===== src/rtl/seg_xor_pkg.sv =====
package seg_xor_pkg;

   typedef enum logic [1:0] {
      SZ_FINE = 2'b00,
      SZ_MED  = 2'b01,
      SZ_WIDE = 2'b10,
      SZ_FULL = 2'b11
   } seg_size_e;

   localparam int unsigned SEGS_PER_HALF = 4;
   localparam int unsigned NUM_HALVES    = 2;
   localparam int unsigned PAR_W         = SEGS_PER_HALF * NUM_HALVES;

   // lowest bit of fine segment idx inside one half
   function automatic int unsigned fine_seg_base(input int unsigned idx,
                                                 input int unsigned fine_w);
      return idx * fine_w;
   endfunction

   // width of fine segment idx; the top segment takes the remainder
   function automatic int unsigned fine_seg_width(input int unsigned idx,
                                                  input int unsigned fine_w,
                                                  input int unsigned half_w);
      if (idx == SEGS_PER_HALF - 1) return half_w - (SEGS_PER_HALF - 1) * fine_w;
      return fine_w;
   endfunction

endpackage


===== src/rtl/seg_xor_slice.sv =====
module seg_xor_slice #(
   parameter int unsigned SLICE_W = 12
) (
   input  logic [SLICE_W-1:0] slice_in,
   output logic               slice_par
);

   generate
      if (SLICE_W < 1) begin : g_bad_width
         $error("seg_xor_slice: SLICE_W must be at least 1");
      end
   endgenerate

   assign slice_par = ^slice_in;

endmodule


===== src/rtl/seg_xor_half.sv =====
module seg_xor_half
   import seg_xor_pkg::*;
#(
   parameter int unsigned HALF_W = 58,
   parameter int unsigned FINE_W = 12
) (
   input  logic [HALF_W-1:0]        half_in,
   output logic [SEGS_PER_HALF-1:0] fine_par
);

   localparam int unsigned TOP_W = HALF_W - (SEGS_PER_HALF - 1) * FINE_W;

   generate
      if (FINE_W < 1 || HALF_W <= (SEGS_PER_HALF - 1) * FINE_W) begin : g_bad_split
         $error("seg_xor_half: HALF_W must exceed three fine segments");
      end
      if (TOP_W < FINE_W) begin : g_bad_top
         $error("seg_xor_half: top fine segment narrower than the others");
      end
   endgenerate

   for (genvar s = 0; s < SEGS_PER_HALF; s++) begin : g_seg
      localparam int unsigned S_LO = fine_seg_base(s, FINE_W);
      localparam int unsigned S_W  = fine_seg_width(s, FINE_W, HALF_W);

      seg_xor_slice #(
         .SLICE_W (S_W)
      ) u_slice (
         .slice_in  (half_in[S_LO +: S_W]),
         .slice_par (fine_par[s])
      );
   end

endmodule


===== src/rtl/seg_xor_merge.sv =====
module seg_xor_merge
   import seg_xor_pkg::*;
(
   input  seg_size_e                size,
   input  logic [SEGS_PER_HALF-1:0] fine_lo,
   input  logic [SEGS_PER_HALF-1:0] fine_hi,
   output logic [PAR_W-1:0]         merged
);

   logic med_lo_a, med_lo_b, med_hi_a, med_hi_b;
   logic half_lo, half_hi;

   // medium segments are pairs of adjacent fine segments
   always_comb begin
      med_lo_a = fine_lo[0] ^ fine_lo[1];
      med_lo_b = fine_lo[2] ^ fine_lo[3];
      med_hi_a = fine_hi[0] ^ fine_hi[1];
      med_hi_b = fine_hi[2] ^ fine_hi[3];
      half_lo  = med_lo_a ^ med_lo_b;
      half_hi  = med_hi_a ^ med_hi_b;
   end

   always_comb begin
      merged = '0;
      unique case (size)
         SZ_FINE: merged = {fine_hi, fine_lo};
         SZ_MED:  merged[3:0] = {med_hi_b, med_hi_a, med_lo_b, med_lo_a};
         SZ_WIDE: merged[1:0] = {half_hi, half_lo};
         SZ_FULL: merged[0]   = half_lo ^ half_hi;
         default: merged = '0;
      endcase
   end

endmodule


===== src/rtl/seg_xor_reducer.sv =====
module seg_xor_reducer
   import seg_xor_pkg::*;
#(
   parameter int unsigned HALF_W = 58,
   parameter int unsigned FINE_W = 12
) (
   input  logic              clk,
   input  logic              rst,
   input  logic              ce,
   input  logic              xor_en,
   input  logic [1:0]        size_sel,
   input  logic [HALF_W-1:0] opnd_lo,
   input  logic [HALF_W-1:0] opnd_hi,
   output logic [7:0]        par_out
);

   generate
      if (PAR_W != 8) begin : g_bad_par
         $error("seg_xor_reducer: output vector must be 8 bits");
      end
   endgenerate

   logic [HALF_W-1:0]         gated_lo, gated_hi;
   logic [SEGS_PER_HALF-1:0]  fine_lo, fine_hi;
   logic [PAR_W-1:0]          merged;
   logic [PAR_W-1:0]          par_q;
   seg_size_e                 size;

   assign size = seg_size_e'(size_sel);

   // operand isolation: when disabled the tree sees constant zeros
   always_comb begin
      gated_lo = opnd_lo & {HALF_W{xor_en}};
      gated_hi = opnd_hi & {HALF_W{xor_en}};
   end

   seg_xor_half #(
      .HALF_W (HALF_W),
      .FINE_W (FINE_W)
   ) u_half_lo (
      .half_in  (gated_lo),
      .fine_par (fine_lo)
   );

   seg_xor_half #(
      .HALF_W (HALF_W),
      .FINE_W (FINE_W)
   ) u_half_hi (
      .half_in  (gated_hi),
      .fine_par (fine_hi)
   );

   seg_xor_merge u_merge (
      .size    (size),
      .fine_lo (fine_lo),
      .fine_hi (fine_hi),
      .merged  (merged)
   );

   always_ff @(posedge clk) begin
      if (rst)                 par_q <= '0;
      else if (ce && xor_en)   par_q <= merged;
   end

   assign par_out = par_q;

endmodule


===== config.mk =====
export PLATFORM = sky130hd
export DESIGN_NAME = seg_xor_reducer
export DESIGN_NICKNAME = d
export VERILOG_FILES = /design/src/rtl/seg_xor_pkg.sv /design/src/rtl/seg_xor_slice.sv /design/src/rtl/seg_xor_half.sv /design/src/rtl/seg_xor_merge.sv /design/src/rtl/seg_xor_reducer.sv
export SDC_FILE = /design/constraint.sdc
export NUM_CORES = 1
export LEC_CHECK = 0
export ABC_AREA = 0
export BUFFER_PORTS_ARGS = -buffer_cell sky130_fd_sc_hd__buf_2
export CAP_MARGIN = 20
export CORE_ASPECT_RATIO = 0.6
export CORE_MARGIN = 2
export CORE_UTILIZATION = 34
export DETAILED_ROUTE_END_ITERATION = 8
export HOLD_SLACK_MARGIN = 0.03
export PLACE_DENSITY = 0.74
export SKIP_CTS_REPAIR_TIMING = 1
export SLEW_MARGIN = 10
export SYNTH_ARGS = -nofsm -noshare
export SYNTH_HDL_FRONTEND = slang
export SYNTH_SLANG_ARGS = --single-unit

===== constraint.sdc =====
create_clock -name clk -period 1.7 [get_ports clk]
set_input_delay 0 -clock clk [delete_from_list [all_inputs] [get_ports clk]]
set_output_delay 0 -clock clk [all_outputs]
set_load 0.02 [all_outputs]

After elaboration in Yosys (flattened, before gate mapping)
Cells that the tools add are included.
{"block": "classes", "bitwise_logic": 9, "n_reduce_logical": 10, "eq_ne": 3, "n_mux": 4}
{"cell": "AND 58 bit", "n": 2}
{"cell": "parity 12 bit", "n": 6}
{"cell": "parity 22 bit", "n": 2}
{"cell": "XOR 1 bit", "n": 7}
{"cell": "equality test 2 bit (second input constant)", "n": 2}
{"cell": "2-to-1 mux 4 bit", "n": 1}
{"cell": "case mux 1 bit (4 select lines)", "n": 1}
{"cell": "case mux 2 bit (2 select lines)", "n": 1}
{"cell": "case mux 1 bit (3 select lines)", "n": 1}
{"cell": "equality test 2 x 1 -> 1 bit (second input constant)", "n": 1}
{"cell": "logical NOT 2 bit", "n": 1}
{"cell": "logical AND 1 bit", "n": 1}
{"block": "word_totals", "word_cells": 27, "ff_bits": 8, "inputBits": 122, "out_inout_bits": 8}

Logic depth before layout (Yosys ltp)
{"block": "depth", "ltp_word": 6, "ltp_mapped": 8, "mapped_depth_nobuf": 8}

Cells and area by module
Synthesis repeated with hierarchy kept, for this count alone.
{"block": "hier_totals", "hier_cells": 293, "hier_area_um2": 2308.5}
{"module": "seg_xor_reducer", "seq_area_each_um2": 160.2, "n_inst": 1, "cells_per_inst": 165, "area_each_um2": 1144.8}
{"module": "seg_xor_slice (u_half_hi.g_seg[0].u_slice ...)", "seq_area_each_um2": 0.0, "n_inst": 6, "cells_per_inst": 10, "area_each_um2": 101.3}
{"module": "seg_xor_slice (u_half_hi.g_seg[3].u_slice ...)", "seq_area_each_um2": 0.0, "n_inst": 2, "cells_per_inst": 20, "area_each_um2": 188.9}
{"module": "seg_xor_merge", "seq_area_each_um2": 0.0, "n_inst": 1, "cells_per_inst": 28, "area_each_um2": 177.7}

Least setup slack after synthesis
Ideal clock, no wire load.
{"block": "synth_path", "kind": "input to register", "from": "input port opnd_hi[45]", "to": "register par_q[1] (netlist: par_out[1])", "path_buffers": 0, "arrival_ps": 1717, "slack_ps": -88, "t_required_ps": 1630, "cell_stages": 8, "setup_ps": 70, "cell_sequence": "xnor2_1 > xnor2_1 > xnor2_1 > xnor3_2 > xnor3_1 > nor4b_1 > a21oi_1 > a21oi_1"}
{"block": "synth_between", "elab_chain_len": 5}
{"element": "start: declaration", "line_no": "seg_xor_reducer.sv:13", "source": "input logic [HALF_W-1:0] opnd_hi,"}
{"element": "AND 58 bit", "line_no": "seg_xor_reducer.sv:34", "source": "gated_hi = opnd_hi & {HALF_W{xor_en}};"}
{"element": "parity 22 bit", "line_no": "seg_xor_slice.sv:14", "source": "assign slice_par = ^slice_in;"}
{"element": "XOR 1 bit", "line_no": "seg_xor_merge.sv:18", "source": "med_hi_b = fine_hi[2] ^ fine_hi[3];"}
{"element": "XOR 1 bit", "line_no": "seg_xor_merge.sv:20", "source": "half_hi = med_hi_a ^ med_hi_b;"}
{"element": "case mux 1 bit (3 select lines)", "line_no": "seg_xor_merge.sv:25", "source": "unique case (size)"}
{"element": "end signal: assignment", "line_no": "seg_xor_reducer.sv:62", "source": "else if (ce && xor_en) par_q <= merged;"}
{"element": "end: declaration", "line_no": "seg_xor_reducer.sv:26", "source": "logic [PAR_W-1:0] par_q;"}
Every way passes these cells.
A chain may end at the register's enable or synchronous reset.

Worst setup path after layout
{"block": "layout_path", "from": "input port opnd_hi[44]", "to": "register par_q[0] (netlist: par_out[0])"}
{"block": "layout_between", "elab_chain_len": 6}
{"element": "AND 58 bit", "line_no": "seg_xor_reducer.sv:34"}
{"element": "parity 22 bit", "line_no": "seg_xor_slice.sv:14"}
{"element": "XOR 1 bit", "line_no": "seg_xor_merge.sv:18"}
{"element": "XOR 1 bit", "line_no": "seg_xor_merge.sv:20"}
{"element": "XOR 1 bit", "line_no": "seg_xor_merge.sv:29", "source": "SZ_FULL: merged[0] = half_lo ^ half_hi;"}
{"element": "case mux 1 bit (4 select lines)", "line_no": "seg_xor_merge.sv:25"}
Every way passes these cells.

==> impl_metrics.xml <==
<?xml version="1.0" encoding="UTF-8"?>
<metrics>
  <group name="outcome">
    <metric name="outcome" unit="">complete, but fails checks</metric>
    <metric name="violations" unit="">negative setup slack</metric>
  </group>
  <group name="worst_setup_path">
    <metric name="setup.worst_path.start_class" unit="">input port</metric>
    <metric name="category_of_the_most_critical_setup_path" unit="">in2reg</metric>
    <metric name="timing.critical_path.required" unit="ns">1.81</metric>
    <metric name="r2r.worst_path.cells" unit="">3</metric>
    <metric name="critical_path.most_common_cell" unit="">xnor2_1</metric>
    <metric name="critical-path-top-delay-family" unit="">XOR/XNOR gates</metric>
    <metric name="worst-endpoint-arrival" unit="ns">1.81</metric>
    <metric name="path_cells" unit="">buf_8 &gt; xnor2_4 &gt; xnor2_2 &gt; xnor2_1 &gt; xnor3_2 &gt; xnor3_1 &gt; nor2_2 &gt; xnor2_1 &gt; a41oi_1</metric>
    <metric name="timing.critical_path.buf_inv" unit="">1</metric>
    <metric name="worst_path_max_delay_cell" unit="">xnor3_2</metric>
    <metric name="critical_path.endpoint_type" unit="">register</metric>
    <metric name="worstSetupPathDepth" unit="">9</metric>
    <metric name="slowest_delay" unit="ns">0.44</metric>
    <metric name="cp_max_fo" unit="">2</metric>
  </group>
  <group name="die">
    <metric name="fp.dieArea" unit="sq um">4762</metric>
    <metric name="initial_utilization" unit="%">35.11</metric>
    <metric name="floorplan.die.width" unit="um">87.77</metric>
    <metric name="y_dimension_of_the_die" unit="um">54.26</metric>
    <metric name="ioPinCount" unit="">130</metric>
    <metric name="floorplan.rows" unit="">18</metric>
    <metric name="fp.coreArea" unit="sq um">4076</metric>
  </group>
  <group name="flow_run">
    <metric name="max_cap_violations" unit="">0</metric>
  </group>
  <group name="finish">
    <metric name="drive_gt1_share" unit="%">52.76</metric>
    <metric name="final_cell_count_no_fill" unit="">350</metric>
    <metric name="n_antenna_cell" unit="">0</metric>
    <metric name="largest_register_ff_count" unit="">8</metric>
    <metric name="finish.net_count" unit="">414</metric>
    <metric name="multi_input_area" unit="sq um">1365</metric>
    <metric name="syn2layout_area_growth" unit="%">68.53</metric>
    <metric name="final_design_area_no_fill" unit="sq um">2412</metric>
    <metric name="seqCellArea" unit="sq um">160.2</metric>
    <metric name="filler_cell_count" unit="">337</metric>
    <metric name="final_core_util" unit="%">59.18</metric>
  </group>
  <group name="timing">
    <metric name="part_of_the_cycle_the_worst_path_needs" unit="%">100.5</metric>
    <metric name="timing.slew.headroom" unit="%">76.14</metric>
    <metric name="grt_setup_unrepaired" unit="">yes</metric>
    <metric name="setup_slack" unit="ns">-0.008676</metric>
    <metric name="fin_tns_setup" unit="ns">-0.01514</metric>
    <metric name="fin_hold_ws" unit="ns">0.03756</metric>
    <metric name="timing.final.hold_violations" unit="">0</metric>
    <metric name="max_freq" unit="GHz">0.5852</metric>
    <metric name="worst-slew-pin-transition" unit="ns">0.3553</metric>
    <metric name="setup_violations" unit="">2</metric>
    <metric name="period_needed" unit="ns">1.709</metric>
    <metric name="slew_viol_final" unit="">0</metric>
    <metric name="finalClockSkew" unit="ns">0</metric>
  </group>
  <group name="power_and_ir_drop">
    <metric name="power.leakage" unit="nW">1.131</metric>
    <metric name="fin_total_pwr" unit="mW">2.057</metric>
    <metric name="combPwrFrac" unit="%">78.1</metric>
    <metric name="ir_worst_vdd" unit="mV">0.3808</metric>
    <metric name="seqPwrFrac" unit="%">10.3</metric>
    <metric name="switching_share" unit="%">35.18</metric>
    <metric name="pwr_density_cell" unit="nW/um^2">852.6</metric>
    <metric name="power.switching" unit="uW">723.5</metric>
    <metric name="p_int" unit="mW">1.333</metric>
    <metric name="p_clk_share" unit="%">11.6</metric>
  </group>
  <group name="routing">
    <metric name="postRouteAntennaNets" unit="">0</metric>
    <metric name="wl_per_instance" unit="um">10.55</metric>
    <metric name="vias" unit="">1499</metric>
    <metric name="vias_per_cell" unit="">4.283</metric>
    <metric name="remaining_drc_errors" unit="">0</metric>
    <metric name="first_pass_iters" unit="">4</metric>
    <metric name="drt_iter0_markers" unit="">49</metric>
    <metric name="route.final.wire_length" unit="um">3692</metric>
  </group>
  <group name="yosys">
    <metric name="synth-edff-count" unit="">0</metric>
    <metric name="synthesis.instances" unit="">154</metric>
    <metric name="synth_largest_type_area_fraction" unit="%">57.52</metric>
    <metric name="synthTopCellsByArea" unit="">xnor2_1, dfxtp_1, xnor3_1</metric>
    <metric name="seq_area_frac_synth" unit="%">11.19</metric>
    <metric name="synth.net_count" unit="">276</metric>
    <metric name="synth_top_area_cell" unit="">xnor2_1</metric>
    <metric name="yosys_warnings" unit="">0</metric>
    <metric name="synth_async_sr_flop_share" unit="%">0</metric>
    <metric name="postSynthRegisterBits" unit="">8</metric>
    <metric name="synth.lib_cells_used.distinct" unit="">20</metric>
    <metric name="yosys.cell_count.top_type" unit="">xnor2_1</metric>
    <metric name="synth_area" unit="sq um">1431</metric>
    <metric name="avgSynthCellArea" unit="sq um">9.295</metric>
    <metric name="most_used_standard_cells_in_the_synthesized_netlist" unit="">xnor2_1, dfxtp_1, nor2_1, xor2_1, xnor3_1</metric>
    <metric name="synth_flop_cell" unit="">dfxtp_1</metric>
  </group>
  <group name="cts">
    <metric name="clkLatencyLatePin" unit="ns">0.24</metric>
    <metric name="cts.root.buffer_cell" unit="">clkbuf_8</metric>
    <metric name="cts.clk_slew.worst_paths" unit="ns">0.05</metric>
    <metric name="cts_num_sinks" unit="">8</metric>
    <metric name="clock_tree.htree_level_count" unit="">1</metric>
    <metric name="cts.path.max_buffers" unit="">2</metric>
    <metric name="cts_tree" unit="">yes</metric>
    <metric name="tritoncts.num_buffers" unit="">3</metric>
  </group>
  <group name="global_routing">
    <metric name="grt_first_pass_wirelength" unit="um">5202</metric>
    <metric name="maximum_number_of_pins_on_one_net_before_global_route_repair" unit="">11</metric>
    <metric name="first_global_vias" unit="">1317</metric>
    <metric name="initial_antenna_violation_count" unit="">0</metric>
    <metric name="grt_remaining_overflow" unit="">0</metric>
    <metric name="gr-usage-all-layers" unit="%">14.46</metric>
  </group>
  <group name="placement">
    <metric name="dpl.cell_count" unit="">346</metric>
    <metric name="detailed_place_hpwl" unit="um">3138</metric>
    <metric name="pre_cts_slack" unit="ns">-0.3375</metric>
    <metric name="dpl_cell_area" unit="sq um">2211</metric>
    <metric name="place_congestion" unit="">0.7812</metric>
    <metric name="io_buffer_count" unit="">129</metric>
  </group>
  <group name="worst_hold_path">
    <metric name="holdCritPathClass" unit="">in2reg</metric>
    <metric name="min_path_cells" unit="">2</metric>
  </group>
</metrics>
## cell usage in the layout, fill, tap and decap left out
cell type	n
a211o_1	1
a21o_1	1
a21oi_1	3
a22oi_1	6
a41oi_1	1
and2_1	1
buf_2	118
buf_4	7
buf_6	10
buf_8	1
clkbuf_8	3
dfxtp_1	8
nand2_1	6
nand2_2	1
nor2_1	7
nor2_2	1
nor4b_1	1
nor4b_2	1
o21ai_0	2
o22ai_1	1
xnor2_1	85
xnor2_2	7
xnor2_4	2
xnor3_1	7
xnor3_2	1
xor2_1	7
xor2_2	1
## routing by layer
layer / track usage [%] / vias up / share of wire [%]
met5: 0 / - / 0
met4: 6.667 / 0 / 1.0
met3: 4.525 / 5 / 11
met2: 24.87 / 77 / 47
met1: 16.86 / 649 / 41
li1: - / 768 / -
## worst register-to-register path, stage by stage, from the launching register on
cell,delay [ns]
dfxtp_1,0.33
a21oi_1,0.04
a211o_1,0.27
a41oi_1,0.16
## power by group through the flow
stage / sequential (mW) / clock (mW) / combinational, mW
global route: 0.214 / 0.256 / 1.71
detailed placement: 0.215 / 0 / 1.48
global placement: 0.214 / 0 / 1.47
finish: 0.212 / 0.239 / 1.61
CTS: 0.212 / 0.241 / 1.49
floorplan: 0.233 / 0 / 1.05
## final timing paths
| path | slack, ns | endpoint | start |
|---|---|---|---|
| setup / recovery | -0.009 | par_out[0] | opnd_hi[44] |
| hold / removal | 0.04 | par_out[1] | rst |
| setup reg to reg | 0.82 | par_out[0] | par_out[0] |
| hold reg to reg | 0.50 | par_out[7] | par_out[7] |
## logic make-up (layout without fill, tap and decap cells)
family          after synthesis  after routing  synth area share (%)
xor+xnor                    110            110                 75.09
compound gates               15             15                 7.081
simple gates                 18             18                 5.770
flops                         8              8                 11.19
buf+inv                       3            139                0.8733
## layout make-up
class | instances | share of cell area [%]
multi-input cells | 143 | 56.59
clock buffers | 3 | 1.712
repair buffers | 136 | 31.95
well taps | 60 | 3.112
flip-flops and latches | 8 | 6.639
Note: power is estimated with default switching activity, not from simulation.
